`src/rtl/wpn_pkg.sv`:
```
package wpn_pkg;

    localparam int unsigned EN_BASE   = 32'h0000_0010;
    localparam int unsigned TYPE_BASE = 32'h0000_0110;
    localparam int unsigned WORD_BITS = 32;
    localparam int unsigned TRIG_BITS = 3;

    // Trigger codes; any other value acts as an active-high level.
    typedef enum logic [2:0] {
        TRIG_LVL_LOW  = 3'b000,
        TRIG_FALL     = 3'b010,
        TRIG_LVL_HIGH = 3'b100,
        TRIG_RISE     = 3'b110,
        TRIG_BOTH     = 3'b111
    } trig_e;

    typedef enum logic [1:0] {
        DET_LEVEL = 2'd0,
        DET_RISE  = 2'd1,
        DET_BOTH  = 2'd2
    } det_e;

    typedef struct packed {
        logic invert;
        det_e det;
    } trig_cfg_t;

    typedef enum logic [1:0] {
        CH_OFF   = 2'd0,
        CH_TRACK = 2'd1,
        CH_BLANK = 2'd2
    } ch_state_e;

    function automatic trig_cfg_t decode_trig(input logic [2:0] code);
        trig_cfg_t cfg;
        unique case (trig_e'(code))
            TRIG_LVL_LOW:  begin cfg.invert = 1'b1; cfg.det = DET_LEVEL; end
            TRIG_FALL:     begin cfg.invert = 1'b1; cfg.det = DET_RISE;  end
            TRIG_RISE:     begin cfg.invert = 1'b0; cfg.det = DET_RISE;  end
            TRIG_BOTH:     begin cfg.invert = 1'b0; cfg.det = DET_BOTH;  end
            TRIG_LVL_HIGH: begin cfg.invert = 1'b0; cfg.det = DET_LEVEL; end
            default:       begin cfg.invert = 1'b0; cfg.det = DET_LEVEL; end
        endcase
        return cfg;
    endfunction

endpackage

```
`src/rtl/wpn_sync.sv`:
```
module wpn_sync #(
    parameter int WIDTH  = 8,
    parameter int STAGES = 2
) (
    input  logic             clk,
    input  logic             rst_n,
    input  logic [WIDTH-1:0] async_in,
    output logic [WIDTH-1:0] sync_out
);

    logic [WIDTH-1:0] stage_q [STAGES];

    always_ff @(posedge clk or negedge rst_n) begin
        if (!rst_n) begin
            for (int s = 0; s < STAGES; s++) stage_q[s] <= '0;
        end else begin
            stage_q[0] <= async_in;
            for (int s = 1; s < STAGES; s++) stage_q[s] <= stage_q[s-1];
        end
    end

    assign sync_out = stage_q[STAGES-1];

endmodule

```
`src/rtl/wpn_regs.sv`:
```
module wpn_regs
    import wpn_pkg::*;
#(
    parameter int NUM_CH = 256,
    parameter int ADDR_W = 12
) (
    input  logic                  clk,
    input  logic                  rst_n,
    input  logic                  reg_wr,
    input  logic [ADDR_W-1:0]     reg_addr,
    input  logic [31:0]           reg_wdata,
    output logic [31:0]           reg_rdata,
    output logic [NUM_CH-1:0]     en_vec,
    output logic [3*NUM_CH-1:0]   type_flat,
    output logic [NUM_CH-1:0]     type_chg
);

    localparam int NUM_WORDS = (NUM_CH + WORD_BITS - 1) / WORD_BITS;
    localparam int WD_W      = (NUM_WORDS > 1) ? $clog2(NUM_WORDS) : 1;
    localparam int CH_W      = (NUM_CH > 1) ? $clog2(NUM_CH) : 1;
    localparam int unsigned EN_END   = EN_BASE + 4 * NUM_WORDS;
    localparam int unsigned TYPE_END = TYPE_BASE + 4 * NUM_CH;
    localparam int EN_BITS   = NUM_WORDS * WORD_BITS;

    function automatic logic [EN_BITS-1:0] valid_bits();
        logic [EN_BITS-1:0] v;
        for (int i = 0; i < EN_BITS; i++) v[i] = (i < NUM_CH);
        return v;
    endfunction

    localparam logic [EN_BITS-1:0] VALID = valid_bits();

    logic [31:0]         addr_x;
    logic                aligned;
    logic                en_hit;
    logic                ty_hit;
    logic [WD_W-1:0]     w_idx;
    logic [CH_W-1:0]     t_idx;
    logic [EN_BITS-1:0]  en_q;
    logic [2:0]          type_q [NUM_CH];

    // Address decode
    always_comb begin
        addr_x  = 32'(reg_addr);
        aligned = (reg_addr[1:0] == 2'b00);
        en_hit  = aligned && (addr_x >= EN_BASE) && (addr_x < EN_END);
        ty_hit  = aligned && (addr_x >= TYPE_BASE) && (addr_x < TYPE_END);
        w_idx   = WD_W'((addr_x - EN_BASE) >> 2);
        t_idx   = CH_W'((addr_x - TYPE_BASE) >> 2);
    end

    // Storage
    always_ff @(posedge clk or negedge rst_n) begin
        if (!rst_n) begin
            en_q <= '0;
            for (int c = 0; c < NUM_CH; c++) type_q[c] <= '0;
        end else if (reg_wr) begin
            if (en_hit) begin
                en_q[w_idx*WORD_BITS +: WORD_BITS] <=
                    reg_wdata & VALID[w_idx*WORD_BITS +: WORD_BITS];
            end
            if (ty_hit) begin
                type_q[t_idx] <= reg_wdata[2:0];
            end
        end
    end

    // Read mux
    always_comb begin
        reg_rdata = '0;
        if (en_hit) begin
            reg_rdata = en_q[w_idx*WORD_BITS +: WORD_BITS];
        end else if (ty_hit) begin
            reg_rdata = {29'b0, type_q[t_idx]};
        end
    end

    assign en_vec = en_q[NUM_CH-1:0];

    // Per-channel views and change strobes
    for (genvar c = 0; c < NUM_CH; c++) begin : g_view
        assign type_flat[3*c +: 3] = type_q[c];
        assign type_chg[c] = reg_wr && ty_hit && (t_idx == CH_W'(c)) &&
                             (reg_wdata[2:0] != type_q[c]);
    end

endmodule

```
`src/rtl/wpn_chan.sv`:
```
module wpn_chan
    import wpn_pkg::*;
(
    input  logic       clk,
    input  logic       rst_n,
    input  logic       sample,
    input  logic [2:0] trig,
    input  logic       enable,
    input  logic       reconfig,
    output logic       irq
);

    trig_cfg_t cfg;
    logic      corr;
    logic      prev_q;
    logic      hit;
    logic      irq_q;
    ch_state_e state_q;
    ch_state_e state_d;

    assign cfg  = decode_trig(trig);
    assign corr = sample ^ cfg.invert;

    always_comb begin
        unique case (cfg.det)
            DET_LEVEL: hit = corr;
            DET_RISE:  hit = corr & ~prev_q;
            DET_BOTH:  hit = corr ^ prev_q;
            default:   hit = 1'b0;
        endcase
    end

    // Next-state logic
    always_comb begin
        unique case (state_q)
            CH_OFF:   state_d = reconfig ? CH_BLANK : (enable ? CH_TRACK : CH_OFF);
            CH_TRACK: state_d = reconfig ? CH_BLANK : (enable ? CH_TRACK : CH_OFF);
            CH_BLANK: state_d = reconfig ? CH_BLANK : (enable ? CH_TRACK : CH_OFF);
            default:  state_d = CH_OFF;
        endcase
    end

    // State register
    always_ff @(posedge clk or negedge rst_n) begin
        if (!rst_n) state_q <= CH_OFF;
        else        state_q <= state_d;
    end

    // Outputs
    always_ff @(posedge clk or negedge rst_n) begin
        if (!rst_n) begin
            prev_q <= 1'b0;
            irq_q  <= 1'b0;
        end else begin
            prev_q <= corr;
            irq_q  <= (state_q == CH_TRACK) && enable && hit;
        end
    end

    assign irq = irq_q;

endmodule

```
`src/rtl/wake_polarity_norm.sv`:
```
module wake_polarity_norm
    import wpn_pkg::*;
#(
    parameter int NUM_CH      = 256,
    parameter int ADDR_W      = 12,
    parameter int SYNC_STAGES = 2
) (
    input  logic              clk,
    input  logic              rst_n,
    input  logic [NUM_CH-1:0] wake_in,
    input  logic              reg_wr,
    input  logic [ADDR_W-1:0] reg_addr,
    input  logic [31:0]       reg_wdata,
    output logic [31:0]       reg_rdata,
    output logic [NUM_CH-1:0] irq_out
);

    logic [NUM_CH-1:0]   en_vec;
    logic [3*NUM_CH-1:0] type_flat;
    logic [NUM_CH-1:0]   type_chg;
    logic [NUM_CH-1:0]   wake_s;

    wpn_regs #(.NUM_CH(NUM_CH), .ADDR_W(ADDR_W)) u_regs (
        .clk       (clk),
        .rst_n     (rst_n),
        .reg_wr    (reg_wr),
        .reg_addr  (reg_addr),
        .reg_wdata (reg_wdata),
        .reg_rdata (reg_rdata),
        .en_vec    (en_vec),
        .type_flat (type_flat),
        .type_chg  (type_chg)
    );

    wpn_sync #(.WIDTH(NUM_CH), .STAGES(SYNC_STAGES)) u_sync (
        .clk      (clk),
        .rst_n    (rst_n),
        .async_in (wake_in),
        .sync_out (wake_s)
    );

    for (genvar c = 0; c < NUM_CH; c++) begin : g_ch
        wpn_chan u_ch (
            .clk      (clk),
            .rst_n    (rst_n),
            .sample   (wake_s[c]),
            .trig     (type_flat[3*c +: 3]),
            .enable   (en_vec[c]),
            .reconfig (type_chg[c]),
            .irq      (irq_out[c])
        );
    end

endmodule

```
`config.mk`:
```
export PLATFORM = sky130hd
export DESIGN_NAME = wake_polarity_norm
export DESIGN_NICKNAME = d
export VERILOG_FILES = /design/src/rtl/wpn_pkg.sv /design/src/rtl/wpn_sync.sv /design/src/rtl/wpn_regs.sv /design/src/rtl/wpn_chan.sv /design/src/rtl/wake_polarity_norm.sv
export SDC_FILE = /design/constraint.sdc
export NUM_CORES = 2
export LEC_CHECK = 0
export BUFFER_PORTS_ARGS = -buffer_cell sky130_fd_sc_hd__buf_2
export CAP_MARGIN = 20
export CORE_ASPECT_RATIO = 1.25
export CORE_MARGIN = 3
export CORE_UTILIZATION = 45
export CTS_CLUSTER_DIAMETER = 150
export DETAILED_ROUTE_END_ITERATION = 8
export PLACE_DENSITY_LB_ADDON = 0.12
export SLEW_MARGIN = 40
export SYNTH_ARGS = -nofsm -noshare
export SYNTH_HDL_FRONTEND = slang
export SYNTH_HIERARCHICAL = 1
export SYNTH_SLANG_ARGS = --single-unit
```
`constraint.sdc`:
```
create_clock -name clk -period 10.2 [get_ports clk]
set_input_delay 2.04 -clock clk [delete_from_list [all_inputs] [get_ports clk]]
set_output_delay 2.04 -clock clk [all_outputs]
set_load 0.1 [all_outputs]
```
==> impl_results.md <==
* Drt wl/cell at 30.29 um
* Cell taking the most area after synthesis: dfrtp_1
* Filler cell count at 23.47k
* Clk_lat worst skew at 910 ps
* # nets final at 10.83k
* Combinational power share at 0.058
* DRT Pass-1 Iters at 6
* Core area at 272,600 um^2
* Antenna Nets Post-Route at 0
* CTS sink cnt at 2,560
* Worst-path cell chain: buf_4, inv_2, ha_2, buf_4, nor2b_4, a22oi_1, a21boi_0, a2111oi_1, buf_4, a2111oi_0, or3_1, buf_2
* First-pass GRT wire length at 609,300 um
* Die W at 474.5 um
* Post-CTS setup buffer count at 0
* Final Max Tran Viols at 0
* Finished Layout Cells at 14.10k
* Syn-to-layout area delta at 12.35%
* Commonest cells in the netlist: dfrtp_1 (2,560), mux2_2 (916), xnor2_1 (770), inv_1 (520), nand2_1 (431)
* Post-synthesis net count at 10.46k
* Initial Util at 0.4530
* Vias in the first global route at 85.07k
* Fin Setup TNS at 0 ps
* Antenna violations before repair at 76
* Deepest clock path buffer count at 4
* Full die area at 280,800 um^2
* CP max-delay cell: a2111oi_0
* Area share of the largest cell type after synthesis at 0.5188
* Synth Area per Inst at 12.49 um^2
* Final Hold Viols at 0
* CTS tree: yes
* R2R Path Start: u_regs/type_flat[45]
* WP data required at 8160 ps
* Worst vdd ir at ~120 uV
* Async set or reset register ratio after synthesis at 1.000
* Reg2reg setup slack at between 7000 and 8000 ps
* Path depth of the worst reg2reg path at 6
* Internal power at 16.85 mW
* TritonCTS Buffers at 282
* Crit path max fanout at 26
* Switching share of power at 0.2440
* Gate Count Post-Synth at 9,885
* RSZ-0062 raised after global routing: no
* Yosys cell types at 66
* Worst reg2reg path endpoint: g_ch[15].u_ch/irq
* HPWL Detailed at roughly 310,000 um
* CTS root buffer: clkbuf_16
* Largest cells by area after synthesis: dfrtp_1 (52%), mux2_2 (8.4%), xnor2_1 (5.5%), mux4_2 (4.5%), a221oi_2 (3.1%)
* CP max stage delay at 740 ps
* Setup crit start kind: input port
* Dpl ws at 1240 ps
* Endpoints failing setup at 0
* Cell Count Post-Placement at around 14k
* Buffers on Ports at 590
* Max-Cap Viols at 0
* Post-Route WL at ~430,000 um
* Avg Vias per Cell at about 6.0
* Post-cts resize count at 0
* Vias at 84.22k
* Sequential area share after synthesis at 0.5188
* Top Ports at 591
* CP dominant cell by count: buf_4
* Total GRT Usage at 0.2998
* Sw Pwr at approximately 5.4 mW
* Fin worst setup slack at 1136 ps
* Hold_buf cts at 0
* Final period util at 0.8886
* Hold Crit Start: u_sync/stage_q[381]
* DP Area at 129,000 um^2
* Period minus WS final at 9064 ps
* Worst relative slew slack at 0.2855
* Total grt overflow at 0
* Clock transition at the registers of the reported paths at 60 ps
* Hold crit path type: flip-flop to flip-flop
* FP Rows at 214
* Worst Skew at 73.81 ps
* Register bit total from synthesis at 2,560
* DRC at 0
* Final Instance Area at 138,700 um^2
* WP buf/inv at 5
* Total power at between 20 and 25 mW
* Lkg Pwr at 61.90 nW
* Min-Delay Path Depth at 0
* Tightest Pin Transition at 1072 ps
* Clock share of power at 0.469
* Cell family with the largest share of critical-path delay: compound AO/OA/AOI/OAI gates
* Status: finished clean
* RePlAce Congestion at slightly above 0.9
* Synth Cell Area at around 120,000 um^2
* Fmax at 110.3 MHz
* Largest net degree at the start of global routing at 159
* Worst Path Arrival at 7020 ps
* Initial DRC count at approximately 7.3k
* Hold EP: u_sync/sync_out[125]
* Share of power burned in registers at 0.473
* Worst Setup End Kind: output port
* Main synth FF type: dfrtp_1
* Share of post-route cells with drive strength above 1 at 0.2817
* Die span in y at 591.7 um
* Number of synthesized flops with an enable pin at 0
* Ys Warns at 6
* Max H-tree Level at 5
* PwrDens at 160.6 nW/um^2
* Kind of critical path: input port to output port
* Most frequent cell after synthesis: dfrtp_1
-- sequential cells by signal, indices dropped and copies added, names as in the netlist --
| signal | cells |
|---|---|
| u_regs/type_flat | 768 |
| g_ch.u_ch/state_q | 512 |
| g_ch.u_ch/irq | 256 |
| g_ch.u_ch/prev_q | 256 |
| u_regs/en_vec | 256 |
| u_sync/stage_q | 256 |
| u_sync/sync_out | 256 |
-- kinds of logic after synthesis --
family | after synthesis | synth area share
compound gates | 1807 | 0.1229
mux | 1220 | 0.1340
flops | 2560 | 0.5188
fa+ha+maj | 267 | 0.02705
simple gates | 1853 | 0.08004
buf+inv | 1150 | 0.04429
xor+xnor | 1028 | 0.07292
-- worst register-to-register path, cell delays in order, from the launching register on --
cell and delay, ps:
dfrtp_1 490, nor2_2 200, xor2_1 220, ha_1 260, nand3_1 80, o211ai_1 150
a221oi_4 690
-- final cells by class --
type | instances | area, um^2 | share of cell area
timing repair buffer | 722 | 4676 | 0.03370
clock inverter | 121 | 1429 | 0.01030
inverter | 520 | 1952 | 0.01407
tap | 3564 | 4459 | 0.03214
multi-input combinational | 6175 | 54080 | 0.3898
sequential | 2560 | 64060 | 0.4618
antenna | 60 | 150.1 | 0.001082
clock buffer | 373 | 7925 | 0.05713
-- cell usage in the layout, fill, tap and decap left out, drive strengths merged, types with 7 or more instances in the layout --
cell type / Yosys / routed
nor2b: 262 / 262
and4: 16 / 16
a21boi: 258 / 258
clkinv: 0 / 69
clkinvlp: 0 / 11
nand3: 270 / 270
a31oi: 259 / 259
o21ai: 92 / 92
a21oi: 54 / 54
xor2: 258 / 258
nand2: 472 / 472
buf: 348 / 722
nor2: 528 / 528
ha: 267 / 267
and2: 20 / 20
o22ai: 7 / 7
dfrtp: 2560 / 2560
xnor2: 770 / 770
bufinv: 0 / 22
mux2: 943 / 943
a211o: 256 / 256
mux4: 246 / 246
inv: 520 / 539
mux2i: 31 / 31
o211ai: 258 / 258
a211oi: 261 / 261
a22oi: 62 / 62
nand3b: 257 / 257
clkbuf: 282 / 373
diode: 0 / 60
a221oi: 274 / 274
-- through the flow --
stage	util	hold slack, ps
3_3_place_gp	0.4721	332.4
4_1_cts	0.5074	309.1
6_report	0.5090	319.1
2_1_floorplan	-	331.2
5_1_grt	0.5087	313.0
3_5_place_dp	0.4731	334.7
-- power groups by stage --
stage	clock, mW	combinational, mW	sequential, mW
after global routing	11.1	1.41	10.5
after detailed placement	0	1.28	10.7
after CTS	10.7	1.29	10.5
final	10.5	1.29	10.5
after global placement	0	1.22	10.7
after floorplan	0	0.803	10.6
-- worst max-delay path by stage --
stage / end / start / slack, ps / cells after the start
2_1_floorplan: reg_rdata[2] / reg_addr[4] / 220 / 14
5_1_grt: reg_rdata[1] / reg_addr[4] / 1230 / 12
6_report: reg_rdata[1] / reg_addr[4] / 1140 / 12
3_5_place_dp: reg_rdata[1] / reg_addr[4] / 1240 / 12
4_1_cts: reg_rdata[1] / reg_addr[4] / 1230 / 12
3_3_place_gp: reg_rdata[1] / reg_addr[4] / 1230 / 12
-- per-layer routing --
layer  GRT usage  share of wire  routed length, um
met2      0.4603           0.45             193300
met3     0.05926          0.071              30520
met5           0        0.00052                223
met1      0.3895           0.40             171500
met4      0.1915          0.073              31330
Power figures use the tool's default switching activity.
